==> src/rtl/i2s_tx_pkg.sv <==
package i2s_tx_pkg;

  typedef enum logic [3:0] {
    A_CTRL  = 4'd0,
    A_RES   = 4'd1,
    A_TRIG  = 4'd2,
    A_FLUSH = 4'd3,
    A_MASK  = 4'd4,
    A_STAT  = 4'd5,
    A_OVCLR = 4'd6,
    A_LEFT  = 4'd7,
    A_RIGHT = 4'd8,
    A_DIV   = 4'd9
  } reg_addr_e;

  localparam logic [2:0] RES_16 = 3'd2;
  localparam logic [2:0] RES_24 = 3'd4;
  localparam logic [2:0] RES_32 = 3'd5;

  function automatic logic res_code_ok(input logic [2:0] code);
    return (code == RES_16) || (code == RES_24) || (code == RES_32);
  endfunction

  function automatic logic [5:0] res_bits(input logic [2:0] code);
    case (code)
      RES_16:  return 6'd16;
      RES_24:  return 6'd24;
      default: return 6'd32;
    endcase
  endfunction

endpackage

==> src/rtl/i2s_tx_regs.sv <==
module i2s_tx_regs
  import i2s_tx_pkg::*;
#(
  parameter int DEPTH = 8,
  parameter int CNT_W = 4,
  parameter int DIV_W = 8
) (
  input  logic             clk,
  input  logic             rst_n,
  input  logic             reg_sel,
  input  logic             reg_wr,
  input  logic [3:0]       reg_addr,
  input  logic [31:0]      reg_wdata,
  output logic [31:0]      reg_rdata,
  input  logic [CNT_W-1:0] fill,
  input  logic             fifo_full,
  output logic             run,
  output logic [5:0]       width,
  output logic [DIV_W-1:0] div,
  output logic             push,
  output logic [63:0]      push_data,
  output logic             flush,
  output logic             irq,
  output logic             ovr_flag,
  output logic             ovr_clr,
  output logic             mask_empty,
  output logic             mask_ovr
);

  localparam logic [CNT_W-1:0] TRIG_RST = CNT_W'(DEPTH / 2);

  logic [3:0]       ctrl_q, ctrl_d;
  logic [2:0]       res_q, res_d;
  logic [CNT_W-1:0] trig_q, trig_d;
  logic [3:0]       mask_q, mask_d;   // {ovr, low, rx1, rx0}
  logic [DIV_W-1:0] div_q, div_d;
  logic [31:0]      left_q, left_d;
  logic             ovr_q, ovr_d;
  logic             wr_en, rd_en, low_lvl;

  assign wr_en   = reg_sel & reg_wr;
  assign rd_en   = reg_sel & ~reg_wr;
  assign ovr_clr = rd_en && (reg_addr == A_OVCLR);
  assign low_lvl = (fill <= trig_q);

  always_comb begin
    ctrl_d = ctrl_q;
    res_d  = res_q;
    trig_d = trig_q;
    mask_d = mask_q;
    div_d  = div_q;
    left_d = left_q;
    push   = 1'b0;
    flush  = 1'b0;
    if (wr_en) begin
      case (reg_addr_e'(reg_addr))
        A_CTRL:  ctrl_d = reg_wdata[3:0];
        A_RES:   if (res_code_ok(reg_wdata[2:0])) res_d = reg_wdata[2:0];
        A_TRIG:  trig_d = reg_wdata[CNT_W-1:0];
        A_FLUSH: flush = reg_wdata[0];
        A_MASK:  mask_d = {reg_wdata[5:4], reg_wdata[1:0]};
        A_LEFT:  left_d = reg_wdata;
        A_RIGHT: push = 1'b1;
        A_DIV:   div_d = reg_wdata[DIV_W-1:0];
        default: ;
      endcase
    end
    if (push && fifo_full) ovr_d = 1'b1;
    else if (ovr_clr)      ovr_d = 1'b0;
    else                   ovr_d = ovr_q;
  end

  always_ff @(posedge clk or negedge rst_n) begin
    if (!rst_n) begin
      ctrl_q <= 4'h0;
      res_q  <= RES_16;
      trig_q <= TRIG_RST;
      mask_q <= 4'hF;
      div_q  <= DIV_W'(1);
      left_q <= 32'h0;
      ovr_q  <= 1'b0;
    end else begin
      if (wr_en) begin
        ctrl_q <= ctrl_d;
        res_q  <= res_d;
        trig_q <= trig_d;
        mask_q <= mask_d;
        div_q  <= div_d;
        left_q <= left_d;
      end
      ovr_q <= ovr_d;
    end
  end

  always_comb begin
    case (reg_addr_e'(reg_addr))
      A_CTRL:  reg_rdata = {28'h0, ctrl_q};
      A_RES:   reg_rdata = {29'h0, res_q};
      A_TRIG:  reg_rdata = 32'(trig_q);
      A_MASK:  reg_rdata = {26'h0, mask_q[3:2], 2'b00, mask_q[1:0]};
      A_STAT:  reg_rdata = {26'h0, ovr_q, low_lvl, 4'h0};
      A_DIV:   reg_rdata = 32'(div_q);
      default: reg_rdata = 32'h0;
    endcase
  end

  assign run        = &ctrl_q;
  assign width      = res_bits(res_q);
  assign div        = div_q;
  assign push_data  = {left_q, reg_wdata};
  assign ovr_flag   = ovr_q;
  assign mask_empty = mask_q[2];
  assign mask_ovr   = mask_q[3];
  assign irq        = (low_lvl & ~mask_q[2]) | (ovr_q & ~mask_q[3]);

endmodule

==> src/rtl/i2s_tx_fifo.sv <==
module i2s_tx_fifo #(
  parameter int DW    = 64,
  parameter int DEPTH = 8,
  parameter int CNT_W = 4
) (
  input  logic             clk,
  input  logic             rst_n,
  input  logic             push,
  input  logic [DW-1:0]    wdata,
  input  logic             pop,
  input  logic             flush,
  output logic [DW-1:0]    head,
  output logic [CNT_W-1:0] fill,
  output logic             full,
  output logic             empty
);

  localparam int PW = $clog2(DEPTH);

  logic [DW-1:0]    mem [DEPTH];
  logic [PW-1:0]    wp_q, wp_d, rp_q, rp_d;
  logic [CNT_W-1:0] cnt_q, cnt_d;
  logic             do_push, do_pop;

  assign full    = (cnt_q == CNT_W'(DEPTH));
  assign empty   = (cnt_q == '0);
  assign do_push = push & ~full & ~flush;
  assign do_pop  = pop & ~empty & ~flush;

  always_comb begin
    if (flush) begin
      wp_d  = '0;
      rp_d  = '0;
      cnt_d = '0;
    end else begin
      wp_d  = wp_q + PW'(do_push);
      rp_d  = rp_q + PW'(do_pop);
      cnt_d = cnt_q + CNT_W'(do_push) - CNT_W'(do_pop);
    end
  end

  always_ff @(posedge clk or negedge rst_n) begin
    if (!rst_n) begin
      wp_q  <= '0;
      rp_q  <= '0;
      cnt_q <= '0;
    end else begin
      wp_q  <= wp_d;
      rp_q  <= rp_d;
      cnt_q <= cnt_d;
    end
  end

  always_ff @(posedge clk) begin
    if (do_push) mem[wp_q] <= wdata;
  end

  assign head = mem[rp_q];
  assign fill = cnt_q;

endmodule

==> src/rtl/i2s_tx_serial.sv <==
module i2s_tx_serial #(
  parameter int DIV_W = 8
) (
  input  logic             clk,
  input  logic             rst_n,
  input  logic             run,
  input  logic [DIV_W-1:0] div,
  input  logic [5:0]       width,
  input  logic [63:0]      head,
  input  logic             fifo_empty,
  output logic             pop,
  output logic             sck_o,
  output logic             ws_o,
  output logic             sd_o
);

  logic [DIV_W-1:0] dcnt_q, dcnt_d;
  logic             sck_q, sck_d, ws_q, ws_d, sd_q, sd_d;
  logic [5:0]       bit_q, bit_d;
  logic [31:0]      sh_q, sh_d, right_q, right_d;
  logic             tick, fall, slot_end;
  logic [5:0]       pad;

  assign tick     = (dcnt_q == div);
  assign fall     = tick & sck_q;
  assign pad      = 6'd32 - width;
  assign slot_end = (bit_q >= 6'(width - 6'd1));

  always_comb begin
    dcnt_d  = dcnt_q;
    sck_d   = sck_q;
    ws_d    = ws_q;
    sd_d    = sd_q;
    bit_d   = bit_q;
    sh_d    = sh_q;
    right_d = right_q;
    pop     = 1'b0;
    if (!run) begin
      dcnt_d  = '0;
      sck_d   = 1'b0;
      ws_d    = 1'b1;
      sd_d    = 1'b0;
      bit_d   = 6'd31;
      sh_d    = '0;
      right_d = '0;
    end else begin
      if (tick) begin
        dcnt_d = '0;
        sck_d  = ~sck_q;
      end else begin
        dcnt_d = dcnt_q + DIV_W'(1);
      end
      if (fall) begin
        sd_d = sh_q[31];
        if (slot_end) begin
          ws_d  = ~ws_q;
          bit_d = '0;
          if (ws_q) begin
            if (!fifo_empty) begin
              pop     = 1'b1;
              sh_d    = head[63:32] << pad;
              right_d = head[31:0];
            end else begin
              sh_d    = '0;
              right_d = '0;
            end
          end else begin
            sh_d = right_q << pad;
          end
        end else begin
          sh_d  = sh_q << 1;
          bit_d = bit_q + 6'd1;
        end
      end
    end
  end

  always_ff @(posedge clk or negedge rst_n) begin
    if (!rst_n) begin
      dcnt_q  <= '0;
      sck_q   <= 1'b0;
      ws_q    <= 1'b1;
      sd_q    <= 1'b0;
      bit_q   <= 6'd31;
      sh_q    <= '0;
      right_q <= '0;
    end else begin
      dcnt_q  <= dcnt_d;
      sck_q   <= sck_d;
      ws_q    <= ws_d;
      sd_q    <= sd_d;
      bit_q   <= bit_d;
      sh_q    <= sh_d;
      right_q <= right_d;
    end
  end

  assign sck_o = run & sck_q;
  assign ws_o  = run & ws_q;
  assign sd_o  = run & sd_q;

endmodule

==> src/rtl/i2s_tx_regctl.sv <==
module i2s_tx_regctl #(
  parameter int DEPTH_EXP = 2,
  parameter int DIV_W     = 8
) (
  input  logic        clk,
  input  logic        rst_n,
  input  logic        reg_sel,
  input  logic        reg_wr,
  input  logic [3:0]  reg_addr,
  input  logic [31:0] reg_wdata,
  output logic [31:0] reg_rdata,
  output logic        sck_o,
  output logic        ws_o,
  output logic        sd_o,
  output logic        irq_o
);

  localparam int DEPTH = 1 << (DEPTH_EXP + 1);
  localparam int CNT_W = $clog2(DEPTH + 1);
  localparam int FW    = 64;

  logic             run, push, pop, flush;
  logic             fifo_full, fifo_empty;
  logic             ovr_flag, ovr_clr, mask_empty, mask_ovr;
  logic [CNT_W-1:0] fifo_fill;
  logic [5:0]       width;
  logic [DIV_W-1:0] div;
  logic [FW-1:0]    push_data, head;

  i2s_tx_regs #(.DEPTH(DEPTH), .CNT_W(CNT_W), .DIV_W(DIV_W)) u_regs (
    .clk(clk), .rst_n(rst_n),
    .reg_sel(reg_sel), .reg_wr(reg_wr), .reg_addr(reg_addr),
    .reg_wdata(reg_wdata), .reg_rdata(reg_rdata),
    .fill(fifo_fill), .fifo_full(fifo_full),
    .run(run), .width(width), .div(div),
    .push(push), .push_data(push_data), .flush(flush), .irq(irq_o),
    .ovr_flag(ovr_flag), .ovr_clr(ovr_clr),
    .mask_empty(mask_empty), .mask_ovr(mask_ovr)
  );

  i2s_tx_fifo #(.DW(FW), .DEPTH(DEPTH), .CNT_W(CNT_W)) u_fifo (
    .clk(clk), .rst_n(rst_n),
    .push(push), .wdata(push_data), .pop(pop), .flush(flush),
    .head(head), .fill(fifo_fill), .full(fifo_full), .empty(fifo_empty)
  );

  i2s_tx_serial #(.DIV_W(DIV_W)) u_ser (
    .clk(clk), .rst_n(rst_n),
    .run(run), .div(div), .width(width),
    .head(head), .fifo_empty(fifo_empty), .pop(pop),
    .sck_o(sck_o), .ws_o(ws_o), .sd_o(sd_o)
  );

endmodule

==> config.mk <==
export PLATFORM = sky130hd
export DESIGN_NAME = i2s_tx_regctl
export DESIGN_NICKNAME = d
export VERILOG_FILES = /design/src/rtl/i2s_tx_pkg.sv /design/src/rtl/i2s_tx_regs.sv /design/src/rtl/i2s_tx_fifo.sv /design/src/rtl/i2s_tx_serial.sv /design/src/rtl/i2s_tx_regctl.sv
export SDC_FILE = /design/constraint.sdc
export NUM_CORES = 1
export LEC_CHECK = 0
export CAP_MARGIN = 20
export CORE_MARGIN = 2
export CORE_UTILIZATION = 66
export DETAILED_ROUTE_END_ITERATION = 7
export GPL_ROUTABILITY_DRIVEN = 0
export PLACE_DENSITY_LB_ADDON = 0.25
export SLEW_MARGIN = 20
export SYNTH_ARGS = -nofsm -noshare
export SYNTH_HDL_FRONTEND = slang
export SYNTH_SLANG_ARGS = --single-unit
==> constraint.sdc <==
create_clock -name clk -period 11.72 [get_ports clk]
set_input_delay 1.758 -clock clk [delete_from_list [all_inputs] [get_ports clk]]
set_output_delay 1.758 -clock clk [all_outputs]
set_load 0.01 [all_outputs]
# --- Word-level counts from Yosys, hierarchy flattened ---
# Memory sizes are Yosys's and may differ from the RTL's.
# Index checks and enable logic that the tools add are counted.
totals:
  out_inout_bits: 36
  in_bits: 40
  ramBits: 512
  ff_bits: 147
  mem_count: 1
  elab_cells: 127
classes:
  eq_ne: 20
  n_mux: 40
  n_reduce_logical: 16
  n_bitwise: 21
  magnitude_cmp: 2
  n_shift: 2
  addsub: 8
mem_list:
  columns: ["memory", "words", "width", "rd", "rd_ports_with_merged_regs", "wr", "line", "rtl"]
  rows:
  - ["u_fifo.mem", 8, 64, 1, 0, 1, "i2s_tx_fifo.sv:20", "logic [DW-1:0] mem [DEPTH];"]
ops:
  columns: ["cell", "n"]
  rows:
  - ["two-way mux 32 bit", 10]
  - ["<< shifter 32 x 6 -> 32 bit", 2]
  - ["one-hot mux 8 bit (6 select lines)", 1]
  - ["two-way mux 1 bit", 20]
  - ["two-way mux 6 bit", 3]
  - ["equality test 4 x 3 -> 1 bit, second input constant", 4]
  - ["two-way mux 8 bit", 2]
  - ["AND 1 bit", 12]
  - ["equality test 4 bit, second input constant", 3]
  - ["one-hot mux 6 bit (2 select lines)", 1]
  - ["AND reduction 2 bit", 6]
  - ["equality test 3 bit, second input constant", 3]
  - ["adder 8 x 1 -> 8 bit, second input constant", 1]
  - ["equality test 4 x 2 -> 1 bit, second input constant", 2]
  - ["equality test 8 bit", 1]
  - ["zero test 4 bit", 2]
  - ["!= test 2 bit, second input constant", 4]
  - ["inverter 1 bit", 8]
  - ["adder 3 x 1 -> 3 bit", 2]
  - ["adder 6 x 1 -> 6 bit, second input constant", 1]
  - ["equality test 3 x 2 -> 1 bit, second input constant", 2]
  - [">= comparator 6 bit", 1]
  - ["two-way mux 3 bit", 2]
  - ["AND reduction 3 bit", 2]
  - ["12 further kinds", 14]

# --- Depth between registers and ports, before layout ---
# Gate-level depths: netlist (run 1).
logic_depth:
  depth_word: 11
  mapped_depth: 23
  ltp_nobuf: 17

# --- Hierarchy ---
# A second synthesis (run 1) with hierarchy kept.
hier_totals:
  hier_cells: 1984
  hier_area_um2: 30898.4
by_module_without_submodules:
  columns: ["module", "cells_per_inst", "n_inst", "seq_area_each_um2", "area_each_um2"]
  rows:
  - ["i2s_tx_fifo", 804, 1, 15625.0, 19836.5]
  - ["i2s_tx_serial", 920, 1, 2034.5, 7971.4]
  - ["i2s_tx_regs", 260, 1, 1410.1, 3090.5]

# --- Worst setup path before layout (run 1) ---
# No wires, ideal clock.
synth_timing:
  path_type: "input to register"
  startpoint: "input reg_addr[3]"
  endpoint: "memory u_fifo.mem[0][0], enable pin"
  path_stages: 6
  path_buffers: 1
  arrival_ns: 7.086
  setup_ns: 0.565
  t_required_ns: 11.155
  path_slack_ns: 4.070
  cell_sequence: "clkbuf_1 -> nor2b_1 -> nand4_1 -> a21oi_1 -> nand2b_1 -> nor3_1"
synth_via:
  elab_chain_len: 7
  word_cells_on_any_way: 11
  cone_classes: "eq/ne: 2; mux: 6; bitwise: 3"
synth_lines:
  columns: ["item", "line", "rtl"]
  rows:
  - ["from (decl)", "i2s_tx_regctl.sv:9", "input logic [3:0] reg_addr,"]
  - ["equality test 4 bit / equality test 4 x 2 -> 1 bit (equally long branches)", "i2s_tx_regs.sv:56", "case (reg_addr_e'(reg_addr))"]
  - ["two-way mux 1 bit", "i2s_tx_regs.sv:56", null]
  - ["two-way mux 1 bit", "i2s_tx_regs.sv:55", "if (wr_en) begin"]
  - ["AND 1 bit / inverter 1 bit (equally long branches)", "i2s_tx_fifo.sv:27", "assign do_push = push & ~full & ~flush;"]
  - ["AND 1 bit *", "i2s_tx_fifo.sv:27", null]
  - ["two-way mux 1 bit *", "i2s_tx_fifo.sv:55", "if (do_push) mem[wp_q] <= wdata;"]
  - ["two-way mux 1 bit (not written as such) *", "i2s_tx_fifo.sv:55", null]
  - ["to (decl)", "i2s_tx_fifo.sv:20", null]
# Every way passes the cells marked *; elsewhere a longest branch is shown, timed or not.

# --- Final worst setup path (run 1) ---
layout_timing:
  startpoint: "register u_regs.res_q[1]"
  endpoint: "register u_fifo.cnt_q[1] (netlist: u_fifo.fill[1])"
layout_via:
  elab_chain_len: 11
  word_cells_on_any_way: 12
  cone_classes: "add/sub: 2; order compare: 1; eq/ne: 2; mux: 5; bitwise: 2"
layout_lines:
  columns: ["item", "line", "rtl"]
  rows:
  - ["from (decl)", "i2s_tx_regs.sv:33", "logic [2:0] res_q, res_d;"]
  - ["from (signal assigned)", "i2s_tx_regs.sv:85", "res_q <= res_d;"]
  - ["equality test 3 bit / equality test 3 x 2 -> 1 bit (equally long branches)", "i2s_tx_pkg.sv:25", "case (code)"]
  - ["one-hot mux 6 bit (2 select lines) *", "i2s_tx_pkg.sv:25", null]
  - ["subtractor 6 x 1 -> 6 bit *", "i2s_tx_serial.sv:27", "assign slot_end = (bit_q >= 6'(width - 6'd1));"]
  - [">= comparator 6 bit *", "i2s_tx_serial.sv:27", null]
  - ["two-way mux 1 bit *", "i2s_tx_serial.sv:55", "if (slot_end) begin"]
  - ["two-way mux 1 bit *", "i2s_tx_serial.sv:53", "if (fall) begin"]
  - ["two-way mux 1 bit *", "i2s_tx_serial.sv:38", "if (!run) begin"]
  - ["AND 1 bit * (2 in series)", "i2s_tx_fifo.sv:28", "assign do_pop = pop & ~empty & ~flush;"]
  - ["subtractor 4 x 1 -> 4 bit *", "i2s_tx_fifo.sv:38", "cnt_d = cnt_q + CNT_W'(do_push) - CNT_W'(do_pop);"]
  - ["two-way mux 4 bit *", "i2s_tx_fifo.sv:31", "if (flush) begin"]
  - ["named net u_fifo.cnt_d[1]", "i2s_tx_fifo.sv:22", "logic [CNT_W-1:0] cnt_q, cnt_d;"]
  - ["to (signal assigned)", "i2s_tx_fifo.sv:50", "cnt_q <= cnt_d;"]
  - ["to (decl)", "i2s_tx_fifo.sv:22", null]
# The timed path passes the listed nets; every way through them passes the cells marked *.
# A chain may end at the register's enable or synchronous reset.

==> results.sh, run 1 <==
export IMPL_avgSynthCellArea_um2=17.0
export IMPL_netlist_area_leader_share=0.562
export IMPL_rsz0062_at_grt="false"
export IMPL_synth_edf_count=512
export IMPL_synthFlopType="edfxtp_1"
export IMPL_viasPerCell=6.80
export IMPL_grtUsageTotal=0.291
export IMPL_status="finished, final reports clean"
export IMPL_fin_worst_skew_ns=0.0333
export IMPL_core_area_um2=40900
export IMPL_critical_path_top_delay_family="adder cells"
export IMPL_p_total_uw=4980
export IMPL_synthTopCellsByArea="edfxtp_1 (56%), dfrtp_1 (12%), mux4_2 (11%)"
export IMPL_clock_root_buffer="clkbuf_16"
export IMPL_p_per_area_nw_per_um2=164
export IMPL_cts_sinks=659
export IMPL_yosys_area_top_type="edfxtp_1"
export IMPL_start_kind="flop"
export IMPL_worstMarginPinSlew_ns=1.13
export IMPL_fin_area_um2=30300
export IMPL_clkLatencyLatePin_ns=0.66
export IMPL_die_y_um=208
export IMPL_synth_fa_ha_area_frac=0.00988
export IMPL_cpMostUsedCell="ha_1"
export IMPL_drt_iter0_drc=1931
export IMPL_gr_usage_met3=0.0480
export IMPL_grt_use_met1=0.416
export IMPL_slowest_stage="or3b_2"
export IMPL_start_util=0.669
export IMPL_worstPathArrival_ns=6.22
export IMPL_via_count=15255
export IMPL_synth_warnings=0
export IMPL_ys_top_cells_by_count="edfxtp_1 (512), nand2_1 (147), dfrtp_1 (134), mux4_2 (131), mux2_2 (53)"
export IMPL_fillCellCount=2349
export IMPL_utilization=0.740
export IMPL_hold_viol=0
export IMPL_rows=74
export IMPL_p_leak_uw=0.0102
export IMPL_slew_violations=0
export IMPL_setup_viol=0
export IMPL_synth_distinct_cells=69
export IMPL_cts_htree_levels=2
export IMPL_cts_setup_buffers=0
export IMPL_crit_fanout=45
export IMPL_yosysSeqAreaShare=0.697
export IMPL_overflow=0
export IMPL_drt_first_pass_iters=5
export IMPL_max_freq_ghz=0.175
export IMPL_grt_busiest_layer="met2"
export IMPL_critPathCaptureType="flop"
export IMPL_io_buffers=51
export IMPL_fin_crit_ns=5.72
export IMPL_max_slew_margin=0.246
export IMPL_yosysMostFrequentCell="edfxtp_1"
export IMPL_routed_wl_mm=62.0
export IMPL_drive_above_1_share=0.199
export IMPL_met2_usage=0.464
export IMPL_synth_xor_area_share=0.00704
export IMPL_drc=0
export IMPL_fin_crit_sh=0.488
export IMPL_cp_cell_sequence="or3b_2 > inv_1 > ha_1 > inv_1 > ha_1 > o21ai_1 > a22o_1 > nor2_1 > nand2_1 > nor3_1 > ha_1 > inv_1 > ha_1 > fa_1 > nor2b_1"
export IMPL_syn_to_final_growth_pct=10.7
export IMPL_fin_setup_tns_ns=0
export IMPL_synth_mux_area_frac=0.147
export IMPL_grt_pass1_wl_mm=93.9
export IMPL_synth_cells=1610
export IMPL_hp_class="flop to flop"
export IMPL_synth_area_um2=27400
export IMPL_peakVddDrop_v=0.000155
export IMPL_cts_resized=0
export IMPL_post_drt_wl_per_cell_um=27.6
export IMPL_synth_top_family_by_area="multiplexers"
export IMPL_drv_cap=0
export IMPL_nets=1719
export IMPL_holdBufCountCts=0
export IMPL_ys_async_sr_fraction=0.223
export IMPL_synth_compound_area_frac=0.0595
export IMPL_cts_tree="built"
export IMPL_placed_area_um2=28200
export IMPL_hpwl_mm=35.0
export IMPL_ioPinCount=76
export IMPL_antennaDiodeCount=0
export IMPL_grt_pass1_vias=15433
export IMPL_ys_ff_latch=659
export IMPL_yosys_area_share_simple=0.0518
export IMPL_grt_max_degree=82
export IMPL_ant_nets=0
export IMPL_crit_required_ns=12.21
export IMPL_setup_worst_path_class="flop to flop"
export IMPL_cts_clk_slew_worst_paths_ns=0.06
export IMPL_critPathBufInv=3
export IMPL_numCtsBuffers=61
export IMPL_max_clock_path_buffers=3
export IMPL_fp_dieW_um=208
export IMPL_timing_critical_path_slowest_cell_delay_ns=0.87
export IMPL_dieArea_um2=43100
export IMPL_antenna_found_initial=0
[final cells by class]
class,instances,area (µm²),share of cell area
Clock buffer,84,1680,0.0556
Clock inverter,32,370,0.0122
Sequential cell,659,19100,0.630
Inverter,18,72.6,0.00240
Timing Repair Buffer,76,703,0.0232
Multi-Input combinational cell,842,7720,0.255
Tap cell,532,666,0.0220
[sequential cells by signal (all words and copies together), names as in the netlist]
| register | cells |
|---|---|
| u_ser.dcnt_q | 8 |
| u_regs.res_q | 3 |
| u_fifo.wp_q | 3 |
| u_ser.sh_q | 32 |
| u_fifo.mem | 512 |
| u_regs.ctrl_q | 4 |
| u_fifo.fill | 4 |
| u_regs.left_q | 32 |
| u_regs.trig_q | 4 |
| u_ser.sd_q | 1 |
| u_regs.mask_q | 4 |
| u_ser.ws_q | 1 |
| u_regs.div | 8 |
| u_ser.sck_q | 1 |
| u_ser.bit_q | 6 |
| u_fifo.rp_q | 3 |
| u_regs.ovr_flag | 1 |
| u_ser.right_q | 32 |
[per-stage QoR]
stage | worst slack (ns) | hold WS (ns) | std cells
after floorplan | 4.07 | 0.448 | 1633
after global placement | 6.14 | 0.483 | 2127
after detailed placement | 6.04 | 0.490 | 2127
after CTS | 6.08 | 0.502 | 2243
after global routing | 5.74 | 0.523 | 2243
final | 6.00 | 0.503 | 2243
[layer usage]
metal	part of all wire	vias to the layer above
li1	-	6398
met1	0.39	7897
met2	0.49	830
met3	0.084	130
met4	0.031	0
met5	0	-
[path summary, 6_finish.rpt]
kind	to	from	cells past startpoint	slack, ns
worst max-delay path	u_fifo.fill[1]$_DFF_PN0_	u_regs.res_q[1]$_DFFE_PN1P_	15	6.00
worst min-delay path	u_ser.bit_q[1]$_DFFE_PN1P_	u_ser.bit_q[1]$_DFFE_PN1P_	2	0.50
worst max register to register	u_fifo.fill[1]$_DFF_PN0_	u_regs.res_q[1]$_DFFE_PN1P_	15	6.00
worst min register to register	u_ser.bit_q[1]$_DFFE_PN1P_	u_ser.bit_q[1]$_DFFE_PN1P_	2	0.50
max in group asynchronous	u_regs.left_q[0]$_DFFE_PN0P_	rst_n	2	9.04
min in group asynchronous	u_ser.right_q[28]$_DFFE_PN0P_	rst_n	1	1.17
[worst register-to-register path: stages (launching register included)]
cell	delay [ns]
dfstp_2	0.60
or3b_2	0.87
inv_1	0.12
ha_1	0.86
inv_1	0.62
ha_1	0.47
o21ai_1	0.09
a22o_1	0.28
nor2_1	0.18
nand2_1	0.08
nor3_1	0.29
ha_1	0.30
inv_1	0.06
ha_1	0.20
fa_1	0.43
nor2b_1	0.14
[cell families after synthesis]
family,count (synthesis)
multiplexers,232
XOR/XNOR,22
AND/OR/NAND/NOR,305
buffers and inverters,132
other,2
AO/OA/AOI/OAI,237
adder cells (fa/ha/maj),21
flip-flops,659
[layout by cell type, fill, tap and decap left out, types with 19 or more instances in the layout]
cell               n
edfxtp_1         512
nand2_1          146
mux4_2           131
dfrtp_1          131
clkbuf_16         62
mux2_2            53
a21oi_1           50
clkdlybuf4s50_1   50
mux2i_1           48
nor2_1            45
o31ai_1           38
o21ai_0           27
conb_1            25
nand3_1           24
buf_4             24
ha_1              20
o21ai_1           19
[report_power, final]
| part | internal, µW | switching [µW] | leakage (µW) |
|---|---|---|---|
| clock network | 1140 | 864 | 0.000973 |
| logic | 111 | 156 | 0.00268 |
| registers | 2620 | 83.6 | 0.00657 |
| total | 3870 | 1100 | 0.0102 |
Note: power is estimated with default switching activity, not from simulation.
==> run 2, diff against run 1 <==
--- a/config.mk
+++ b/config.mk
@@ -7,7 +7,7 @@
 export LEC_CHECK = 0
 export CAP_MARGIN = 20
 export CORE_MARGIN = 2
-export CORE_UTILIZATION = 66
+export CORE_UTILIZATION = 56
 export DETAILED_ROUTE_END_ITERATION = 7
 export GPL_ROUTABILITY_DRIVEN = 0
 export PLACE_DENSITY_LB_ADDON = 0.25
==> constraint.sdc (replaced) <==
create_clock -name clk -period 4.8 [get_ports clk]
set_input_delay 0.72 -clock clk [delete_from_list [all_inputs] [get_ports clk]]
set_output_delay 0.72 -clock clk [all_outputs]
set_load 0.01 [all_outputs]
==> results.sh, run 2 (synthesis gave the netlist of run 1 again) <==
export IMPL_p_leak_uw=0.0104
export IMPL_routed_wl_mm=61.7
export IMPL_r2r_start="u_regs.res_q[2]$_DFFE_PN0P_"
export IMPL_largest_register="u_fifo.mem"
export IMPL_holdWs_ns=0.150
export IMPL_drc=0
export IMPL_drv_cap=0
export IMPL_cp_cell_sequence="or3b_2 > inv_1 > ha_1 > inv_1 > buf_4 > ha_1 > o21ai_1 > a22o_1 > nor2_1 > nand2_1 > nor3_1 > ha_1 > inv_1 > ha_1 > fa_1 > nor2b_1"
export IMPL_dieArea_um2=50700
export IMPL_numCtsBuffers=67
export IMPL_drive_above_1_share=0.207
export IMPL_final_common_cell="edfxtp_1"
export IMPL_start_util=0.564
export IMPL_nets=1742
export IMPL_worstSetupEndpoint="u_fifo.fill[1]$_DFF_PN0_"
export IMPL_rsz0062_at_grt="false"
export IMPL_die_y_um=225
export IMPL_ioPinCount=76
export IMPL_fin_worst_skew_ns=0.0367
export IMPL_worstPathArrival_ns=4.43
export IMPL_place_inst=2234
export IMPL_cts_htree_levels=3
export IMPL_worstMarginPinSlew_ns=1.01
export IMPL_antennaDiodeCount=0
export IMPL_grtUsageTotal=0.252
export IMPL_startpoint="u_regs.res_q[2]$_DFFE_PN0P_"
export IMPL_clkLatencyLatePin_ns=0.63
export IMPL_slowest_stage="or3b_2"
export IMPL_p_per_area_nw_per_um2=401
export IMPL_ant_nets=0
export IMPL_grt_pass1_wl_mm=94.1
export IMPL_cpMostUsedCell="ha_1"
export IMPL_hold_viol=0
export IMPL_overflow=0
export IMPL_drt_iter0_drc=1820
export IMPL_utilization=0.633
export IMPL_fin_setup_tns_ns=0
export IMPL_setup_worst_path_class="flop to flop"
export IMPL_fin_crit_ns=3.94
export IMPL_fin_area_um2=30700
export IMPL_max_slew_margin=0.328
export IMPL_via_count=15072
export IMPL_grt_pass1_vias=15080
export IMPL_max_freq_ghz=0.254
export IMPL_slew_violations=0
export IMPL_fin_crit_sh=0.821
export IMPL_placed_area_um2=28600
export IMPL_holdBufCountCts=0
export IMPL_fillCellCount=3330
export IMPL_cts_sinks=659
export IMPL_syn_to_final_growth_pct=12.3
export IMPL_max_clock_path_buffers=3
export IMPL_hp_class="input pin to async pin"
export IMPL_post_drt_wl_per_cell_um=26.2
export IMPL_cts_clk_slew_worst_paths_ns=0.06
export IMPL_grt_max_degree=72
export IMPL_rrSetupSlack_ns=0.86
export IMPL_viasPerCell=6.39
export IMPL_largest_register_ffs=512
export IMPL_rows=81
export IMPL_r2r_end="u_fifo.fill[1]$_DFF_PN0_"
export IMPL_cts_setup_buffers=0
export IMPL_status="finished, final reports clean"
export IMPL_hpwl_mm=36.9
export IMPL_core_area_um2=48500
export IMPL_instances_no_fill=2358
export IMPL_mostFrequentLayoutCells="edfxtp_1 (512), nand2_1 (147), mux4_2 (131), dfrtp_1 (131), clkbuf_16 (68)"
export IMPL_io_buffers=51
export IMPL_crit_required_ns=5.28
export IMPL_drt_first_pass_iters=8
export IMPL_timing_critical_path_slowest_cell_delay_ns=0.54
export IMPL_start_kind="flop"
export IMPL_crit_fanout=22
export IMPL_antenna_found_initial=1
export IMPL_fp_dieW_um=225
export IMPL_cts_resized=0
export IMPL_clock_root_buffer="clkbuf_16"
export IMPL_setup_viol=0
export IMPL_r2r_cells=16
export IMPL_cts_tree="built"
export IMPL_peakVddDrop_v=0.000324
export IMPL_critPathCaptureType="flop"
run 2: how the worst min path moves through the flow:
stage	cells after the start	startpoint	to	slack, ns
after global placement	2	u_ser.right_q[28]$_DFFE_PN0P_	u_ser.right_q[28]$_DFFE_PN0P_	0.48
after global routing	1	rst_n	u_ser.right_q[30]$_DFFE_PN0P_	0.21
after CTS	1	rst_n	u_regs.left_q[31]$_DFFE_PN0P_	0.18
after detailed placement	2	u_ser.right_q[28]$_DFFE_PN0P_	u_ser.right_q[28]$_DFFE_PN0P_	0.48
after floorplan	0	rst_n	u_fifo.fill[0]$_DFF_PN0_	0.42
final	1	rst_n	u_regs.left_q[28]$_DFFE_PN0P_	0.15
run 2: routing by layer:
layer | vias up | share of wire | GRT usage
met4 | 2 | 0.029 | 0.0825
li1 | 6445 | - | -
met5 | - | 0.00021 | 0
met1 | 7825 | 0.42 | 0.365
met2 | 654 | 0.48 | 0.391
met3 | 146 | 0.075 | 0.0472
run 2: layout make-up:
| cell class | count | area [µm²] | share of cell area |
|---|---|---|---|
| Inverter | 18 | 72.6 | 0.00236 |
| Timing Repair Buffer | 93 | 927 | 0.0302 |
| Clock buffer | 95 | 1860 | 0.0606 |
| Tap cell | 622 | 778 | 0.0253 |
| Multi-Input combinational cell | 842 | 7730 | 0.251 |
| Sequential cell | 659 | 19100 | 0.621 |
| Clock inverter | 29 | 293 | 0.00952 |
run 2: per-stage QoR:
| step | total power, µW | setup slack [ns] |
|---|---|---|
| 4_1_cts | 12400 | 0.828 |
| 3_3_place_gp | 7330 | 0.939 |
| 2_1_floorplan | 7050 | -0.0960 |
| 5_1_grt | 12700 | 0.502 |
| 6_report | 12300 | 0.858 |
| 3_5_place_dp | 7370 | 0.862 |
run 2: critical path, delay by kind of cell, from the launching register on:
family                     cells  cell delay [ns]
and+or+nand+nor                5             1.20
buffers and inverters          4             0.47
DFF                            1             0.44
adders and majority gates      5             1.37
AOI/OAI and AO/OA              2             0.33
run 2: report_power, final:
part	internal (µW)	switching [µW]	leakage [µW]
combinational	275	390	0.00278
clock	2910	2160	0.00105
sequential	6400	207	0.00657
